===== src/rtl/rtg_pkg.sv =====
package rtg_pkg;
  localparam int unsigned H_W = 12;
  localparam int unsigned V_W = 11;

  typedef struct packed {
    logic           ilace;
    logic [H_W-1:0] htot;
    logic [H_W-1:0] hab;
    logic [H_W-1:0] hsb;
    logic [H_W-1:0] hse;
    logic           hpol;
    logic           vpol;
    logic [H_W-1:0] f1_vs_hpos;
    logic [V_W-1:0] f0_ab;
    logic [V_W-1:0] f0_ae;
    logic [V_W-1:0] f1_ab;
    logic [V_W-1:0] f1_ae;
    logic [V_W-1:0] f0_vb;
    logic [V_W-1:0] f0_ve;
    logic [V_W-1:0] f1_vb;
    logic [V_W-1:0] f1_ve;
  } geom_t;

  function automatic logic pos_in_win(
    input logic [V_W-1:0] line, input logic [H_W-1:0] col,
    input logic [V_W-1:0] lb,   input logic [V_W-1:0] le,
    input logic [H_W-1:0] cpt);
    logic past_start, before_stop;
    past_start  = (line > lb) || ((line == lb) && (col >= cpt));
    before_stop = (line < le) || ((line == le) && (col < cpt));
    return past_start && before_stop;
  endfunction
endpackage


===== src/rtl/rtg_geom_shadow.sv =====
module rtg_geom_shadow
  import rtg_pkg::*;
(
  input  logic  clk,
  input  logic  rst,
  input  logic  run_en,
  input  geom_t geom_in,
  output geom_t geom_q
);
  always_ff @(posedge clk) begin
    if (rst) geom_q <= '0;
    else if (!run_en) geom_q <= geom_in;
  end

  // working copy frozen while running
  p_geom_hold_r10: assert property (@(posedge clk) disable iff (rst)
    run_en |=> $stable(geom_q));
endmodule


===== src/rtl/rtg_raster_cnt.sv =====
module rtg_raster_cnt #(
  parameter int unsigned HW = 12,
  parameter int unsigned VW = 11
) (
  input  logic          clk,
  input  logic          rst,
  input  logic          run_en,
  input  logic [HW-1:0] htot,
  input  logic [VW-1:0] vtot,
  output logic [HW-1:0] hcnt,
  output logic [VW-1:0] vcnt,
  output logic          run_q
);
  localparam logic [HW-1:0] H_ONE = HW'(1);
  localparam logic [VW-1:0] V_ONE = VW'(1);

  logic h_last, v_last;
  assign h_last = (hcnt == htot - H_ONE);
  assign v_last = (vcnt == vtot - V_ONE);

  always_ff @(posedge clk) begin
    if (rst || !run_en) begin
      hcnt  <= '0;
      vcnt  <= '0;
      run_q <= 1'b0;
    end else begin
      run_q <= 1'b1;
      if (run_q) begin
        if (h_last) begin
          hcnt <= '0;
          vcnt <= v_last ? '0 : vcnt + V_ONE;
        end else begin
          hcnt <= hcnt + H_ONE;
        end
      end
    end
  end

  // horizontal count stays inside the line
  p_h_range_r1: assert property (@(posedge clk) disable iff (rst)
    (run_q && htot != '0) |-> (hcnt < htot));
  // line count stays inside the frame
  p_v_range_r5: assert property (@(posedge clk) disable iff (rst)
    (run_q && vtot != '0) |-> (vcnt < vtot));
  // end of frame returns to the origin
  p_frame_wrap_r1: assert property (@(posedge clk) disable iff (rst)
    (run_q && run_en && h_last && v_last) |=> (hcnt == '0 && vcnt == '0));
endmodule


===== src/rtl/rtg_sync_out.sv =====
module rtg_sync_out
  import rtg_pkg::*;
(
  input  logic           clk,
  input  logic           rst,
  input  logic           run_q,
  input  geom_t          g,
  input  logic [H_W-1:0] hcnt,
  input  logic [V_W-1:0] vcnt,
  output logic           hsync_o,
  output logic           vsync_o,
  output logic           de_o,
  output logic           field_o,
  output logic           sof_o
);
  logic h_act, v_act0, v_act1, hs_act, vs_act0, vs_act1, vs_act, fld;

  assign h_act   = (hcnt >= g.hab) && (hcnt < g.htot);
  assign v_act0  = (vcnt >= g.f0_ab) && (vcnt < g.f0_ae);
  assign v_act1  = g.ilace && (vcnt >= g.f1_ab) && (vcnt < g.f1_ae);
  assign hs_act  = (hcnt >= g.hsb) && (hcnt < g.hse);
  assign vs_act0 = pos_in_win(vcnt, hcnt, g.f0_vb, g.f0_ve, g.hsb);
  assign vs_act1 = g.ilace && pos_in_win(vcnt, hcnt, g.f1_vb, g.f1_ve, g.f1_vs_hpos);
  assign vs_act  = vs_act0 || vs_act1;
  assign fld     = g.ilace && (vcnt >= g.f0_ae);

  always_ff @(posedge clk) begin
    if (rst) begin
      hsync_o <= 1'b0;
      vsync_o <= 1'b0;
      de_o    <= 1'b0;
      field_o <= 1'b0;
      sof_o   <= 1'b0;
    end else if (!run_q) begin
      hsync_o <= g.hpol;
      vsync_o <= g.vpol;
      de_o    <= 1'b0;
      field_o <= 1'b0;
      sof_o   <= 1'b0;
    end else begin
      hsync_o <= hs_act ^ g.hpol;
      vsync_o <= vs_act ^ g.vpol;
      de_o    <= h_act && (v_act0 || v_act1);
      field_o <= fld;
      sof_o   <= (hcnt == '0) && (vcnt == '0);
    end
  end

  // idle outputs while stopped
  p_idle_quiet_r4: assert property (@(posedge clk) disable iff (rst)
    !run_q |=> (!de_o && !sof_o && !field_o));
  // start-of-frame lasts one clock
  p_sof_single_r8: assert property (@(posedge clk) disable iff (rst)
    (sof_o && g.htot > 12'd1) |=> !sof_o);
  // no field flag in progressive mode
  p_field_prog_r7: assert property (@(posedge clk) disable iff (rst)
    (run_q && !g.ilace) |=> !field_o);
endmodule


===== src/rtl/rtg_top.sv =====
module rtg_top
  import rtg_pkg::*;
(
  input  logic           clk,
  input  logic           rst,
  input  logic           run_en,
  input  logic           ilace_en,
  input  logic [H_W-1:0] h_total,
  input  logic [H_W-1:0] h_act_beg,
  input  logic [H_W-1:0] hs_beg,
  input  logic [H_W-1:0] hs_end,
  input  logic           hs_pol,
  input  logic           vs_pol,
  input  logic [H_W-1:0] vs_hoff,
  input  logic [V_W-1:0] f0_act_beg,
  input  logic [V_W-1:0] f0_act_end,
  input  logic [V_W-1:0] f1_act_beg,
  input  logic [V_W-1:0] f1_act_end,
  input  logic [V_W-1:0] f0_vs_beg,
  input  logic [V_W-1:0] f0_vs_end,
  input  logic [V_W-1:0] f1_vs_beg,
  input  logic [V_W-1:0] f1_vs_end,
  output logic           hsync_o,
  output logic           vsync_o,
  output logic           de_o,
  output logic           field_o,
  output logic           sof_o
);
  geom_t geom_in, geom_q;
  logic [H_W-1:0] hcnt;
  logic [V_W-1:0] vcnt, vtot;
  logic run_q;

  always_comb begin
    geom_in.ilace      = ilace_en;
    geom_in.htot       = h_total;
    geom_in.hab        = h_act_beg;
    geom_in.hsb        = hs_beg;
    geom_in.hse        = hs_end;
    geom_in.hpol       = hs_pol;
    geom_in.vpol       = vs_pol;
    geom_in.f1_vs_hpos = hs_beg + vs_hoff;
    geom_in.f0_ab      = f0_act_beg;
    geom_in.f0_ae      = f0_act_end;
    geom_in.f1_ab      = f1_act_beg;
    geom_in.f1_ae      = f1_act_end;
    geom_in.f0_vb      = f0_vs_beg;
    geom_in.f0_ve      = f0_vs_end;
    geom_in.f1_vb      = f1_vs_beg;
    geom_in.f1_ve      = f1_vs_end;
  end

  assign vtot = geom_q.ilace ? geom_q.f1_ae : geom_q.f0_ae;

  rtg_geom_shadow u_shadow (
    .clk(clk), .rst(rst), .run_en(run_en), .geom_in(geom_in), .geom_q(geom_q)
  );

  rtg_raster_cnt #(.HW(H_W), .VW(V_W)) u_cnt (
    .clk(clk), .rst(rst), .run_en(run_en), .htot(geom_q.htot), .vtot(vtot),
    .hcnt(hcnt), .vcnt(vcnt), .run_q(run_q)
  );

  rtg_sync_out u_out (
    .clk(clk), .rst(rst), .run_q(run_q), .g(geom_q), .hcnt(hcnt), .vcnt(vcnt),
    .hsync_o(hsync_o), .vsync_o(vsync_o), .de_o(de_o), .field_o(field_o),
    .sof_o(sof_o)
  );
endmodule


===== config.mk =====
export PLATFORM = sky130hd
export DESIGN_NAME = rtg_top
export DESIGN_NICKNAME = d
export VERILOG_FILES = /design/src/rtl/rtg_pkg.sv /design/src/rtl/rtg_geom_shadow.sv /design/src/rtl/rtg_raster_cnt.sv /design/src/rtl/rtg_sync_out.sv /design/src/rtl/rtg_top.sv
export SDC_FILE = /design/constraint.sdc
export NUM_CORES = 1
export LEC_CHECK = 0
export ABC_AREA = 0
export CAP_MARGIN = 20
export CORE_MARGIN = 2
export CORE_UTILIZATION = 45
export DETAILED_ROUTE_END_ITERATION = 10
export PLACE_DENSITY = 0.66
export SYNTH_ARGS = -nofsm -noshare
export SYNTH_HDL_FRONTEND = slang
export SYNTH_SLANG_ARGS = --single-unit
export TNS_END_PERCENT = 100

===== constraint.sdc =====
create_clock -name clk -period 6.1 [get_ports clk]
set_clock_uncertainty 0.15 [all_clocks]
set_input_delay 0.915 -clock clk [delete_from_list [all_inputs] [get_ports clk]]
set_output_delay 0.915 -clock clk [all_outputs]
set_load 0.01 [all_outputs]

---- Word-level counts from Yosys, hierarchy flattened ----
Index checks and enable logic that the tools add are counted.
storage, ports and cells
  flip-flop bits (word level) ............. 180
  bits of input ports ..................... 154
  output and inout port bits .............. 5
  logic and storage cells ................. 87
cells by class
  add/sub/neg operators ................... 5
  magnitude comparators ................... 16
  eq/ne operators ......................... 6
  mux-type cells .......................... 6
  bitwise gates (word level) .............. 3
  reduce and logical (&&, ||, !) cells .... 27
operators with widths
  kind                                                 number
  equality test 11 bit                                 5
  less-than comparator 12 bit                          4
  less-than comparator 11 bit                          4
  greater-or-equal comparator 12 bit                   3
  greater-or-equal comparator 11 bit                   3
  > comparator 11 bit                                  2
  2-to-1 mux 11 bit                                    2
  logical AND 1 bit                                    15
  adder 12 x 1 -> 12 bit (second input constant)       1
  adder 12 bit                                         1
  equality test 12 bit                                 1
  logical NOT 12 bit                                   1
  2-to-1 mux 12 bit                                    1
  subtractor 12 x 1 -> 12 bit (second input constant)  1
  adder 11 x 1 -> 11 bit (second input constant)       1
  logical NOT 11 bit                                   1
  subtractor 11 x 1 -> 11 bit (second input constant)  1
  logical OR 1 bit                                     7
  2-to-1 mux 1 bit                                     3
  AND reduction 2 bit                                  1
  OR reduction 2 bit                                   1
  bitwise XOR 1 bit                                    2
  logical NOT 1 bit                                    1
  inverter 1 bit                                       1

---- Depth between registers and ports, before layout ----
  depth in word-level cells ............... 8
  gate-level depth with buffers ........... 12
  mapped depth without buffers ............ 11

---- Cells and area by module ----
A second synthesis with hierarchy kept.
unflattened totals
  cell total of the unflattened synthesis .. 1332
  area total of the unflattened synthesis .. 11858.9 µm²
modules (own cells, without submodules)
  module           times used  cells an instance  area each (µm²)  seq. area each (µm²)
  rtg_geom_shadow  1           487                5370.2           3022.9
  rtg_sync_out     1           513                3833.7           100.1
  rtg_raster_cnt   1           261                2024.4           480.5
  rtg_top          1           71                 630.6            0.0

---- Worst setup path after synthesis ----
OpenSTA, ideal clock, no wires.
  path type ............................... reg2reg
  from .................................... reg, netlist name u_shadow.geom_q[150]
  to ...................................... reg u_cnt.vcnt[2]
  arrival ................................. 2.751 ns
  required time ........................... 5.833 ns
  path slack .............................. 3.082 ns
  cell stages (with the launch flop) ...... 13
  buffers on the path ..................... 3
  path through ............................ dfxtp_1 -> clkbuf_1 -> clkbuf_1 -> mux2i_1 -> ha_1 -> xor2_1 -> o21ai_0 -> o22a_1 -> o41ai_1 -> nand3_1 -> nor2b_1 -> buf_2 -> nor2_1
between the ends
  cells in the longest elaborated chain, start to end .. 4
RTL lines
  item                         RTL line              text
  2-to-1 mux 11 bit            rtg_top.sv:53         assign vtot = geom_q.ilace ? geom_q.f1_ae : geom_q.f0_ae;
  subtractor 11 x 1 -> 11 bit  rtg_raster_cnt.sv:19  assign v_last = (vcnt == vtot - V_ONE);
  equality test 11 bit         rtg_raster_cnt.sv:19
  2-to-1 mux 11 bit            rtg_raster_cnt.sv:31  vcnt <= v_last ? '0 : vcnt + V_ONE;
  end signal, assigned         rtg_raster_cnt.sv:31
  end, declared                rtg_raster_cnt.sv:11  output logic [VW-1:0] vcnt,
No other way between the ends.
A chain may end at the register's enable or synchronous reset.

---- Final worst setup path ----
  from .................................... reg, netlist name u_shadow.geom_q[138]
  to ...................................... reg u_cnt.vcnt[7]
between the ends
  cells in the longest elaborated chain, start to end .. 3
RTL lines
  item                                  RTL line              text
  subtractor 12 x 1 -> 12 bit           rtg_raster_cnt.sv:18  assign h_last = (hcnt == htot - H_ONE);
  equality test 12 bit                  rtg_raster_cnt.sv:18
  AND reduction 2 bit (no source line)  --
No other way between the ends.

==> run metrics <==
VDD IR-drop max about 0.00017 V; antenna-violating nets left 0; CTS Buf Count 17; total gr overflow 0; Root Driver clkbuf_16; Clock Latency Late Sink between 0.4 and 0.5 ns; Crit. End Element flop; synthesized area 11470 sq um; crit path launch type flop; Syn Nets ~1600; DRT Wirelength 28640 microns; share of cells above drive strength 1 0.03352; Hold WC Path Type flop to flop; Final nets roughly 1800; cell accounting for the most synthesized area dfxtp_1; final hold viol count 0; antenna violations before repair 0; Largest delay share family, worst path simple AND/OR/NAND/NOR gates; vias in the first global route 9153; routed vias/inst 5.301; DRT Pass-1 Iters 4; Die Wd 163.7 microns; unrepaired setup endpoints after global routing false; ys async rst share 0; most common cell after layout, fill and taps aside nor2_1; TritonCTS clock tree done; final slew viol count 0; Final Setup Violations 0; crit path DAT 3.95 ns; GRT Util Overall 0.2165; synth top area cells dfxtp_1 (31%), ha_1 (18%), mux2i_1 (14%), nor2_1 (6.5%), inv_1 (5.1%); Period Utilization, post-route 0.6259; I/O Pins 159; cts repair resizes 0; Worst-path clk slew 0.07 ns; pwr/cell area 219.7 nW/um^2; Avg Cell Area, Syn between 8 and 9 sq um; Final min period 3.818 ns; worst path required time 6.24 ns; Area after DPL between 10000 and 15000 sq um; Final Cell Area 13980 sq um; Port Buf Inserts between 150 and 200; 1st-iter DRT viols 533; DR WL/cell approximately 16 microns; Post-CTS Repair Setup Buffers 0; leakage power 6.331 nW; Vias 9499; slowest cell on the critical path nor2b_1; total power 3.072 mW; clock tree buffer depth 2; Ys Warns 0; Die ar. 26790 sq um; register area share after synthesis 0.3141; worst setup path class flop to flop; H-tree depth 4; P&R area growth vs syn 21.89%; CP Max Fanout 14; DIE HEIGHT 163.7 microns; EDFF count, synth 0; Yosys top cell area share 0.3141; first-pass GRT wire length 46000 microns; core footprint 25110 sq um; Synth Flop Type dfxtp_1; buffers and inverters on the worst path 1; Distinct cells, synth between 60 and 70; most frequent cells in the layout nor2_1 (198), dfxtp_1 (180), ha_1 (163), clkdlybuf4s50_1 (156); cell count after synthesis 1319; worst-margin pin slew 0.9515 ns; DP HPWL 20680 microns; Core Rows 58; Max-cap violations 0; clk sink count 180; # DRC 0; RePlAce Congestion 0.8605; status finished clean; Slew HR 0.3657; ordered list of cells on the worst path inv_1 -> ha_1 -> o21ba_1 -> a221oi_1 -> a41oi_1 -> a211o_1 -> nor4_4 -> nand2b_1 -> nor2b_1 -> nor2_1; CP peak stage delay 0.64 ns; setup TNS 0 ns; Fmax between 200 and 300 MHz; ANT cells 0; initial core utilization 0.4569; Hold Buf Count CTS 0; largest net degree at the start of global routing between 80 and 90; Synth Register Bits 180
==> state kept, by name, indices dropped and copies added (netlist names) <==
name,flops
u_shadow.geom_q,151
u_cnt.hcnt,12
u_cnt.vcnt,11
u_cnt.run_q,1
u_out.de_o,1
u_out.field_o,1
u_out.hsync_o,1
u_out.sof_o,1
u_out.vsync_o,1
==> through the flow <==
step | util | cells | worst slack (ns) | hold WS (ns)
6_report | 0.5569 | 1792 | 2.282 | 0.3298
3_3_place_gp | 0.5299 | 1760 | 2.428 | 0.3172
4_1_cts | 0.5563 | 1791 | 2.250 | 0.3294
2_1_floorplan | - | 1319 | 3.082 | 0.2950
3_5_place_dp | 0.5299 | 1760 | 2.271 | 0.3196
5_1_grt | 0.5569 | 1792 | 2.040 | 0.3596
==> power by group <==
group	internal (mW)	switching [mW]	leakage (nW)
logic	0.280	0.260	4.53
clock network	0.745	0.496	0.320
registers	1.24	0.0513	1.48
==> synth_stat cells (10+ instances only) <==
master / count
nand2b_1: 13
nor4_1: 12
nor2_1: 198
a211oi_1: 10
nor3_1: 27
nand3_1: 23
xnor2_1: 26
xor2_1: 27
inv_1: 155
ha_1: 163
o21ai_0: 40
a21o_1: 31
nand2_1: 27
nand4_1: 27
mux2i_1: 155
nor2b_1: 11
clkbuf_1: 31
dfxtp_1: 180
a21oi_1: 55
buf_1: 18
==> layout make-up <==
cell class | count | area [sq um]
clock buffer | 18 | 439.2
multi-input combinational | 932 | 7088
fill | 2329 | 11130
tap | 330 | 412.9
sequential | 180 | 3603
inverter | 155 | 581.8
clock inverter | 13 | 222.7
timing repair buffer | 164 | 1635
==> kinds of logic (layout without fill, tap and decap cells) <==
| group | after synthesis | after routing | synth area share |
|---|---|---|---|
| AND/OR/NAND/NOR | 369 | 369 | 0.1541 |
| buffers and inverters | 207 | 350 | 0.06805 |
| AO/OA/AOI/OAI | 190 | 190 | 0.1075 |
| flip-flops | 180 | 180 | 0.3141 |
| adder cells (fa/ha/maj) | 164 | 164 | 0.1795 |
| multiplexers | 156 | 156 | 0.1362 |
| XOR/XNOR | 53 | 53 | 0.04046 |
==> path summary, 6_finish.rpt <==
path / startpoint / endpoint / slack, ns / depth (start not counted)
min: u_shadow.geom_q[96] / u_shadow.geom_q[96] / 0.33 / 2
max reg2reg: u_shadow.geom_q[138] / u_cnt.vcnt[7] / 2.28 / 10
min reg2reg: u_shadow.geom_q[96] / u_shadow.geom_q[96] / 0.33 / 2
max: u_shadow.geom_q[138] / u_cnt.vcnt[7] / 2.28 / 10
==> worst reg2reg max path: cells and delay by family, from the launching register on <==
| kind | cells | cell delay (ns) |
|---|---|---|
| buf+inv | 1 | 0.07 |
| fa+ha+maj | 1 | 0.30 |
| simple gates | 4 | 1.83 |
| compound gates | 4 | 0.92 |
| flops | 1 | 0.41 |
==> metal layers <==
metal,track usage,vias to the layer above,part of all wire
met1,0.2909,4430,0.48
li1,-,4838,-
met5,0,-,0
met3,0.03885,26,0.050
met4,0.04904,0,0.011
met2,0.3615,205,0.45
Note: power is estimated with default switching activity, not from simulation.
